<file path="src/rtl/panel_pwr_seq.sv">
module panel_pwr_seq #(
  parameter int CLK_PER_MS = 200000
) (
  input  logic       clk,
  input  logic       rst_n,
  input  logic       up_req,
  input  logic       down_req,
  input  logic       mode_vga,
  input  logic       phase_valid,
  input  logic [3:0] phase_val,
  input  logic       comv_valid,
  input  logic [7:0] comv_val,
  output logic       wr_valid,
  input  logic       wr_ready,
  output logic [2:0] wr_addr,
  output logic [4:0] wr_data,
  output logic       dac_valid,
  input  logic       dac_ready,
  output logic [4:0] dac_base,
  output logic [7:0] dac_code,
  output logic       init_done
);
  localparam int LONG_MS = 34;
  localparam int CW = $clog2(LONG_MS * CLK_PER_MS + 1);
  localparam logic [4:0] PC_UP = 5'd0, PC_RE = 5'd19, PC_DN = 5'd21, PC_DN_END = 5'd30;
  localparam logic [1:0] OP_WR = 2'd0, OP_WAIT = 2'd1, OP_DAC = 2'd2;
  localparam logic [7:0] COMV_DFLT = 8'd125;

  logic          busy, mode_q;
  logic [4:0]    pc, ph_q;
  logic [7:0]    cv_q;
  logic [CW-1:0] cnt, lim;
  logic [1:0]    op;
  logic [2:0]    a;
  logic [4:0]    d;
  logic [5:0]    nms;
  logic          last, step_done;

  always_comb begin
    op = OP_WR; a = 3'd0; d = 5'h00; nms = 6'd1; last = 1'b0;
    case (pc)
      5'd0:  begin a = 3'd6; d = 5'h1F; end
      5'd1:  begin a = 3'd3; d = 5'h03; end
      5'd2:  begin a = 3'd4; d = 5'h00; end
      5'd3:  begin a = 3'd4; d = 5'h04; end
      5'd4:  begin op = OP_WAIT; nms = 6'd3; end
      5'd5:  begin a = 3'd3; d = 5'h07; end
      5'd6:  begin a = 3'd6; d = 5'h09; end
      5'd7:  begin op = OP_DAC; d = 5'h04; end
      5'd8:  begin a = 3'd3; d = 5'h17; end
      5'd9:  begin a = 3'd4; d = 5'h06; end
      5'd10: begin op = OP_WAIT; nms = 6'd2; end
      5'd11: begin a = 3'd6; d = 5'h01; end
      5'd12: begin a = 3'd3; d = 5'h1F; end
      5'd13: begin a = 3'd4; d = 5'h07; end
      5'd14: begin a = 3'd6; d = 5'h00; end
      5'd15: begin a = 3'd1; d = ph_q; end
      5'd16: begin a = 3'd7; d = 5'h00; end
      5'd17: begin op = OP_WAIT; nms = 6'd1; end
      5'd18: begin a = 3'd0; d = {4'd0, ~mode_q}; last = 1'b1; end
      5'd19: begin a = 3'd1; d = ph_q; end
      5'd20: begin a = 3'd0; d = {4'd0, ~mode_q}; last = 1'b1; end
      5'd21: begin op = OP_WAIT; nms = 6'(LONG_MS); end
      5'd22: begin a = 3'd4; d = 5'h06; end
      5'd23: begin a = 3'd6; d = 5'h08; end
      5'd24: begin a = 3'd3; d = 5'h14; end
      5'd25: begin op = OP_DAC; d = 5'h14; end
      5'd26: begin a = 3'd4; d = 5'h04; end
      5'd27: begin a = 3'd3; d = 5'h04; end
      5'd28: begin a = 3'd6; d = 5'h1E; end
      5'd29: begin a = 3'd3; d = 5'h00; end
      5'd30: begin a = 3'd4; d = 5'h00; last = 1'b1; end
      default: begin op = OP_WAIT; last = 1'b1; end
    endcase
  end

  assign lim = CW'(nms) * CW'(CLK_PER_MS);
  assign step_done = (op == OP_WR   && wr_ready) ||
                     (op == OP_DAC  && dac_ready) ||
                     (op == OP_WAIT && cnt == lim - CW'(1));

  always_ff @(posedge clk or negedge rst_n) begin
    if (!rst_n) begin
      busy <= 1'b0; pc <= PC_UP; cnt <= '0; init_done <= 1'b0;
      mode_q <= 1'b0; ph_q <= 5'd0; cv_q <= 8'd0;
    end else if (!busy) begin
      cnt <= '0;
      if (down_req) begin
        busy <= 1'b1; pc <= PC_DN;
      end else if (up_req) begin
        busy   <= 1'b1;
        pc     <= init_done ? PC_RE : PC_UP;
        mode_q <= mode_vga;
        ph_q   <= !mode_vga ? 5'h13 : (phase_valid ? {phase_val, 1'b1} : 5'h01);
        cv_q   <= comv_valid ? comv_val : COMV_DFLT;
      end
    end else if (step_done) begin
      cnt <= '0;
      if (last) begin
        busy      <= 1'b0;
        init_done <= (pc != PC_DN_END);
      end else begin
        pc <= pc + 5'd1;
      end
    end else if (op == OP_WAIT) begin
      cnt <= cnt + CW'(1);
    end
  end

  assign wr_valid  = busy && op == OP_WR;
  assign wr_addr   = a;
  assign wr_data   = d;
  assign dac_valid = busy && op == OP_DAC;
  assign dac_base  = d;
  assign dac_code  = (pc == PC_DN + 5'd4) ? 8'd0 : cv_q;
endmodule

</file>
<file path="config.mk">
export PLATFORM = sky130hd
export DESIGN_NAME = panel_pwr_seq
export DESIGN_NICKNAME = d
export VERILOG_FILES = /design/src/rtl/panel_pwr_seq.sv
export SDC_FILE = /design/constraint.sdc
export NUM_CORES = 1
export LEC_CHECK = 0
export ABC_AREA = 1
export CAP_MARGIN = 40
export CORE_MARGIN = 2
export CORE_UTILIZATION = 66
export CTS_BUF_LIST = sky130_fd_sc_hd__clkbuf_16
export CTS_CLUSTER_SIZE = 40
export DETAILED_ROUTE_END_ITERATION = 10
export DONT_BUFFER_PORTS = 1
export GPL_TIMING_DRIVEN = 0
export HOLD_SLACK_MARGIN = 0.15
export PLACE_DENSITY = 0.82
export SYNTH_ARGS = -nofsm -noshare
export SYNTH_HDL_FRONTEND = slang
export SYNTH_SLANG_ARGS = --single-unit
</file>
<file path="constraint.sdc">
create_clock -name clk -period 3.43 [get_ports clk]
set_input_delay 0.343 -clock clk [delete_from_list [all_inputs] [get_ports clk]]
set_output_delay 0.343 -clock clk [all_outputs]
set_load 0.02 [all_outputs]
</file>
==> impl_results.md, run 1 <==
* Status: complete, no violations
* Crit. End Element: primary output
* Leakage Power at 1.812 nW
* Largest net degree at the start of global routing at 45
* Switching pwr at 1.782 mW
* Pin slew with the least headroom to its limit at 0.5695 ns
* Root Driver: clkbuf_16
* Most area-hungry cell type in the Yosys netlist: dfrtp_1
* IO Count at 45
* Routed via count at between 3000 and 4000
* Worst path arrival time at 2.83 ns
* Place WS at roughly 0.52 ns
* GRT Total Usage at 0.3179
* Area growth from synthesis to layout at 7.750%
* Comb pwr share at 0.632
* CP max FO at 8
* # Post-CTS Setup Buffers at 0
* CP Capture Point: wr_data[0]
* CTS clock-pin slew for the worst setup and hold paths at approximately 0.06 ns
* CTS tree: built
* Switching share of power at 0.5408
* Cell Area, Synth at around 3200 sq um
* Fill count at 400
* DR WL/cell at 14.58 um
* Finished Layout Cells at 545
* Clock Path Buffers at 2
* DRC Markers at 0
* Die footprint at 5391 sq um
* Final wirelength at 7.945 mm
* DRT iter0 DRCs at 382
* # resized after CTS at 0
* GPL Wtd Cong at roughly 1.0
* Post-route setup slack at between 0.2 and 0.3 ns
* Buffers on Ports at 0
* CORE AREA at approximately 4700 sq um
* Area contributors post-synth: dfrtp_1 (35%), nand2_1 (15%), nor2_1 (9.2%)
* Worst r2r dst: pc[0]$_DFFE_PN0P_
* Max Slew Vio Count at 0
* Final core utilization at 0.7304
* Netlist cell types at 35
* Syn nets at 508
* Mapped Cells at approximately 480
* YS warnings at 0
* Sequential fraction of the synthesis area at 0.3462
* Skew final at 0.005970 ns
* Slew headroom at 0.6199
* Internal at 1.513 mW
* Clock sinks at 44
* Num CTS Buffers at 5
* # diodes at 0
* Synthesized area per cell at 6.612 sq um
* Critical setup path kind: flip-flop to primary output
* Tmin final at between 3 and 4 ns
* Hold Path Class: input port to flip-flop
* Die Wd at 73.42 um
* Peak supply drop at 667.0 uV
* Vias in the first global route at 2825
* Vias/cell at 5.749
* CP Launch Point: pc[0]$_DFFE_PN0P_
* ANT nets after route at 0
* Worst R2R Path Depth at 18
* RSZ-0062 raised after global routing: false
* DP Wirelength at 5.902 mm
* Yosys top cell area share at 0.3462
* Flops & latches, synth at 44
* Final period utilization at 0.9238
* Die Span Y at 73.42 um
* Row count at 25
* Reg power frac at 0.227
* Total negative slack at 0 ns
* Skew-Pair Late Insertion Delay at 0.28 ns
* Initial antenna violation count at 0
* Power Density at 961.4 nW/um^2
* Fmax at 0.3156 GHz
* GRT Residual Overflow at 0
* Initial core utilization at 0.6779
* R2R setup slack at 0.43 ns
* Hold-fix buffers at CTS at 2
* Clk pwr share at 0.140
* Drt pass-1 iters at 5
* Post-layout net count at between 500 and 600
* Max-Cap Viols at 0
* Reg2reg start: pc[0]$_DFFE_PN0P_
* Setup violators final at 0
* H-tree levels at 2
* First-pass GRT wire length at 13.29 mm
* Count of final hold-check violations at 0
* Inst Count DP at 535
* Crit start category: flip-flop
* Share of layout cells above drive strength 1 at 0.07739
* Hold slack at 0.2055 ns
* CP required at 3.09 ns
metal layers:
layer | vias up | wire [um] | share of wire | track usage
met5 | - | 0 | 0 | 0
met4 | 0 | 115 | 0.014 | 0.08687
met3 | 14 | 538 | 0.068 | 0.04390
met2 | 142 | 3697 | 0.47 | 0.5065
met1 | 1447 | 3593 | 0.45 | 0.4564
li1 | 1530 | - | - | -
placed cells by master (no fill, tap or decap), types with 2 or more instances in the layout:
master and instances:
nand2_1 123, nor2_1 78, inv_1 65, dfrtp_1 44, nand3_1 40, nor3_1 19, xor2_1 17, o21ai_0 15
buf_4 9, a21oi_1 8, nand4_1 7, ha_1 6, buf_2 5, inv_2 5, clkbuf_16 5, clkbuf_1 4
nor2_2 4, o211ai_1 3, o2111ai_1 3, nand3b_1 3, a31oi_1 3, a211oi_1 2, clkinv_1 2, o22ai_1 2
or2_2 2, o21ai_1 2, buf_6 2, xnor2_1 2
cells in the mapped netlist, drive strengths merged:
master   count
inv         69
a21oi        9
buf         16
ha           6
o22ai        2
o211ai       3
nand2      124
nor3        19
o21ai       17
a211oi       2
nand3b       3
nand3       40
a22o         1
clkbuf       4
o2111ai      3
nor2        82
a32o         1
dfrtp       44
o21a         1
nand4        8
a31oi        3
xor2        17
clkinv       2
a2111o       1
or2          2
xnor2        2
kinds of logic (layout without fill, tap and decap cells):
| family | Yosys count | after routing | share of synthesized area |
|---|---|---|---|
| AO/OA/AOI/OAI | 43 | 43 | 0.08379 |
| AND/OR/NAND/NOR | 278 | 278 | 0.3686 |
| XOR/XNOR | 19 | 19 | 0.05232 |
| buffers and inverters | 91 | 101 | 0.1255 |
| adder cells (fa/ha/maj) | 6 | 6 | 0.02360 |
| flip-flops | 44 | 44 | 0.3462 |
worst min-delay path by stage:
stage / startpoint / end / slack, ns / cells past startpoint
finish: comv_valid / cv_q[1]$_DFFE_PN0P_ / 0.21 / 2
global route: comv_valid / cv_q[1]$_DFFE_PN0P_ / 0.22 / 2
CTS: comv_valid / cv_q[1]$_DFFE_PN0P_ / 0.20 / 2
detailed placement: rst_n / ph_q[0]$_DFFE_PN0P_ / 0.05 / 0
global placement: rst_n / cnt[17]$_DFFE_PN0P_ / 0.05 / 0
floorplan: rst_n / busy$_DFF_PN0_ / 0.05 / 0
worst max-delay path: stages (launching register included):
cell,delay (ns)
dfrtp_1,0.44
ha_1,0.24
clkbuf_1,0.20
inv_1,0.18
nor2_1,0.07
ha_1,0.20
nor2_1,0.30
inv_1,0.10
a211oi_1,0.27
o211ai_1,0.28
buf_4,0.25
flip-flops by register name (all words and copies together) (netlist names):
name / flops
busy: 1
cnt: 23
cv_q: 8
init_done: 1
mode_q: 1
pc: 5
ph_q: 5
power groups by stage:
stage | registers [mW] | clock network, mW | logic, mW
5_1_grt | 0.764 | 0.484 | 2.30
3_5_place_dp | 0.751 | 0 | 2.03
4_1_cts | 0.745 | 0.467 | 2.05
3_3_place_gp | 0.745 | 0 | 2.00
6_report | 0.749 | 0.463 | 2.08
2_1_floorplan | 0.726 | 0 | 1.65
area by class of cell:
cell class                 count  area (sq um)  share of cell area
clock inverter                 3         16.27            0.004746
buffer                        20         130.1             0.03797
timing repair buffer           2         37.54             0.01095
tap                           54         67.56             0.01972
clock buffer                   5         125.1             0.03651
inverter                      71         269.0             0.07850
multi-input combinational    346          1680              0.4903
sequential                    44          1101              0.3213
metrics by stage:
step                area (sq um)  power [mW]
global placement            3248       2.740
floorplan                   3181       2.374
finish                      3427       3.295
detailed placement          3248       2.779
CTS                         3427       3.264
global route                3427       3.549
(Power assumes the default switching activity.)
==> run 2: changes to the inputs <==
--- a/config.mk
+++ b/config.mk
@@ -16,6 +16,7 @@
 export GPL_TIMING_DRIVEN = 0
 export HOLD_SLACK_MARGIN = 0.15
 export PLACE_DENSITY = 0.82
+export SLEW_MARGIN = 10
 export SYNTH_ARGS = -nofsm -noshare
 export SYNTH_HDL_FRONTEND = slang
 export SYNTH_SLANG_ARGS = --single-unit
==> results of run 2 <==
No change in the layout: final DEF, timing and power equal those of run 1.
==> run 3: changes to the inputs <==
--- a/config.mk
+++ b/config.mk
@@ -8,14 +8,16 @@
 export ABC_AREA = 1
 export CAP_MARGIN = 40
 export CORE_MARGIN = 2
-export CORE_UTILIZATION = 66
+export CORE_UTILIZATION = 55
 export CTS_BUF_LIST = sky130_fd_sc_hd__clkbuf_16
 export CTS_CLUSTER_SIZE = 40
 export DETAILED_ROUTE_END_ITERATION = 10
 export DONT_BUFFER_PORTS = 1
 export GPL_TIMING_DRIVEN = 0
 export HOLD_SLACK_MARGIN = 0.15
-export PLACE_DENSITY = 0.82
+export MAX_ROUTING_LAYER = met4
+export PLACE_DENSITY = 0.7
+export SETUP_SLACK_MARGIN = 0.5
 export SLEW_MARGIN = 10
 export SYNTH_ARGS = -nofsm -noshare
 export SYNTH_HDL_FRONTEND = slang
==> impl_results.md, run 3 (synthesis results as in run 1) <==
* DP Wirelength at 5.987 mm (was 5.902 mm)
* Die Wd at 80.05 um (was 73.42 um)
* ANT nets after route at 0 (unchanged)
* DRT iter0 DRCs at 187 (was 382)
* CTS clock-pin slew for the worst setup and hold paths at 0.07 ns (was 0.06 ns)
* Hold Path Class: input port to flip-flop (unchanged)
* Inst Count DP at 553 (was 535)
* Share of layout cells above drive strength 1 at 0.09959 (was 0.07739)
* Tmin final at 2.831 ns (was 3.169 ns)
* DRC Markers at 0 (unchanged)
* Status: complete, no violations (unchanged)
* Commonest non-fill, non-tap cells in the layout: nand2_1 (123), nor2_1 (76), inv_1 (62) (was nand2_1 (123), nor2_1 (78), inv_1 (65))
* # diodes at 0 (unchanged)
* Reg2reg start: pc[0]$_DFFE_PN0P_ (unchanged)
* Vias in the first global route at 2898 (was 2825)
* Skew final at 0.003422 ns (was 0.005970 ns)
* Crit start category: flip-flop (unchanged)
* Final wirelength at 8.271 mm (was 7.945 mm)
* CTS tree: built (unchanged)
* Fmax at 0.3532 GHz (was 0.3156 GHz)
* Max Slew Vio Count at 0 (unchanged)
* Min-delay src: comv_valid (unchanged)
* Vias/cell at 5.505 (was 5.749)
* Max-Cap Viols at 0 (unchanged)
* Num CTS Buffers at 5 (unchanged)
* Critical setup path kind: flip-flop to primary output (unchanged)
* Root Driver: clkbuf_16 (unchanged)
* Max reg flops at 23 (unchanged)
* Row count at 27 (was 25)
* Largest reg by FF count: cnt (unchanged)
* Initial core utilization at 0.5741 (was 0.6779)
* Met1 wire length at 3.998 mm (was 3.593 mm)
* Area growth from synthesis to layout at 10.62% (was 7.750%)
* Post-layout net count at 518 (was 517)
* GRT Residual Overflow at 0 (unchanged)
* GPL Wtd Cong at 0.9348 (was 0.9965)
* Total negative slack at 0 ns (unchanged)
* Drt pass-1 iters at 4 (was 5)
* GRT Total Usage at 0.2887 (was 0.3179)
* Final period utilization at 0.8254 (was 0.9238)
* Cell repeated most along the worst path: ha_1
* CP peak stage delay at 0.44 ns (about the same)
* CORE AREA at 5540 sq um (was 4692 sq um)
* Die footprint at 6407 sq um (was 5391 sq um)
* Cells along the critical path: ha_1 -> clkbuf_2 -> inv_2 -> nor2_1 -> ha_1 -> nor2_4 -> inv_1 -> a211oi_2 -> o211ai_1 -> buf_4 (was ha_1 -> clkbuf_1 -> inv_1 -> nor2_1 -> ha_1 -> nor2_1 -> inv_1 -> a211oi_1 -> o211ai_1 -> buf_4)
* H-tree levels at 2 (unchanged)
* Routed via count at 3105 (was 3133)
* First-pass GRT wire length at 14.00 mm (was 13.29 mm)
* Leakage Power at 1.833 nW (was 1.812 nW)
* Worst path arrival time at 2.49 ns (was 2.83 ns)
* Initial antenna violation count at 0 (unchanged)
* Skew-Pair Late Insertion Delay at 0.29 ns (was 0.28 ns)
* Setup violators final at 0 (unchanged)
* IO Count at 45 (unchanged)
* Peak supply drop at 634.1 uV (was 667.0 uV)
* CP max FO at 8 (unchanged)
* Count of final hold-check violations at 0 (unchanged)
* CP required at 3.09 ns (about the same)
* Buffers on Ports at 0 (unchanged)
* DR WL/cell at 14.66 um (was 14.58 um)
* Metal2 WL at 3.771 mm (was 3.697 mm)
* Slew headroom at 0.6037 (was 0.6199)
* Largest regs: cnt (23), cv_q (8) (unchanged)
* Pin slew with the least headroom to its limit at 0.5939 ns (was 0.5695 ns)
* Top routing layer used: met4 (unchanged)
* Die Span Y at 80.05 um (was 73.42 um)
* Power Density at 984.0 nW/um^2 (was 961.4 nW/um^2)
* Clock Path Buffers at 2 (unchanged)
* Commonest non-fill, non-tap cell in the layout: nand2_1 (unchanged)
* Clock sinks at 44 (unchanged)
* Crit. End Element: primary output (unchanged)
* Finished Layout Cells at 564 (was 545)
* RSZ-0062 raised after global routing: true (was false)
* Met3 wire len at 414 um (was 538 um)
* Largest net degree at the start of global routing at 45 (unchanged)
* CP Launch Point: pc[0]$_DFFE_PN0P_ (unchanged)
* CP max stage cell: dfrtp_2 (was dfrtp_1)
-- run 3: changes by cell type in the layout (fill, tap and decap cells not counted), moves of 2 or more --
cell	delta
inv_1	-3
clkbuf_1	-2
nor2_1	-2
clkbuf_2	+2
-- run 3: metrics by stage --
stage	worst slack [ns]	utilization	power (mW)	cell area [sq um]	hold slack [ns]
after detailed placement	0.5698	0.5903	2.779	3271	0.04900
after CTS	0.5145	0.6299	3.372	3490	0.2082
final	0.5989	0.6351	3.462	3518	0.2023
after global placement	0.5844	0.5903	2.764	3271	0.04914
after floorplan	0.9728	-	2.374	3181	0.04741
after global routing	0.4296	0.6351	3.719	3518	0.2206
-- run 3: timing repair --
action                                  4_1_cts  5_1_grt
buffers inserted                              0        1
endpoints found under the hold margin        44        0
pin swaps                                     1        1
gates resized for setup                       5        7
endpoints found under the setup margin        3       29
hold buffers                                  2        0
-- run 3: power breakdown --
group	switching (mW)	internal, mW	total, mW
logic	1.51	0.645	2.15
clock network	0.219	0.346	0.565
registers	0.0942	0.649	0.743
-- run 3: final timing paths --
check,to,cells past startpoint,slack (ns)
max reg2reg,cnt[21]$_DFFE_PN0P_,17,0.73
max,wr_data[0],10,0.60
min reg2reg,cv_q[2]$_DFFE_PN0P_,2,0.49
min in group asynchronous,cnt[17]$_DFFE_PN0P_,2,0.56
max in group asynchronous,pc[0]$_DFFE_PN0P_,2,2.65
min,cv_q[1]$_DFFE_PN0P_,2,0.20
-- run 3: cell type report --
| cell class | count | area, sq um |
|---|---|---|
| Buffer | 20 | 132.6 |
| Clock buffer | 5 | 125.1 |
| Clock inverter | 3 | 46.29 |
| Fill cell | 535 | 2022 |
| Inverter | 71 | 272.8 |
| Multi-Input combinational cell | 346 | 1704 |
| Sequential cell | 44 | 1102 |
| Tap cell | 72 | 90.09 |
| Timing Repair Buffer | 3 | 45.04 |
-- run 3: routing by layer --
metal  track usage  vias to the layer above
met4       0.07966                        0
met3       0.04977                        7
met5             -                        -
met2        0.4325                       95
li1              -                     1533
met1        0.4052                     1470
-- run 3: critical path: cells and delay by family (launching register included) --
| family | cells | cell delay, ns |
|---|---|---|
| AOI/OAI and AO/OA | 2 | 0.48 |
| and+or+nand+nor | 2 | 0.23 |
| adders and majority gates | 2 | 0.42 |
| DFF | 1 | 0.44 |
| buffers and inverters | 4 | 0.62 |
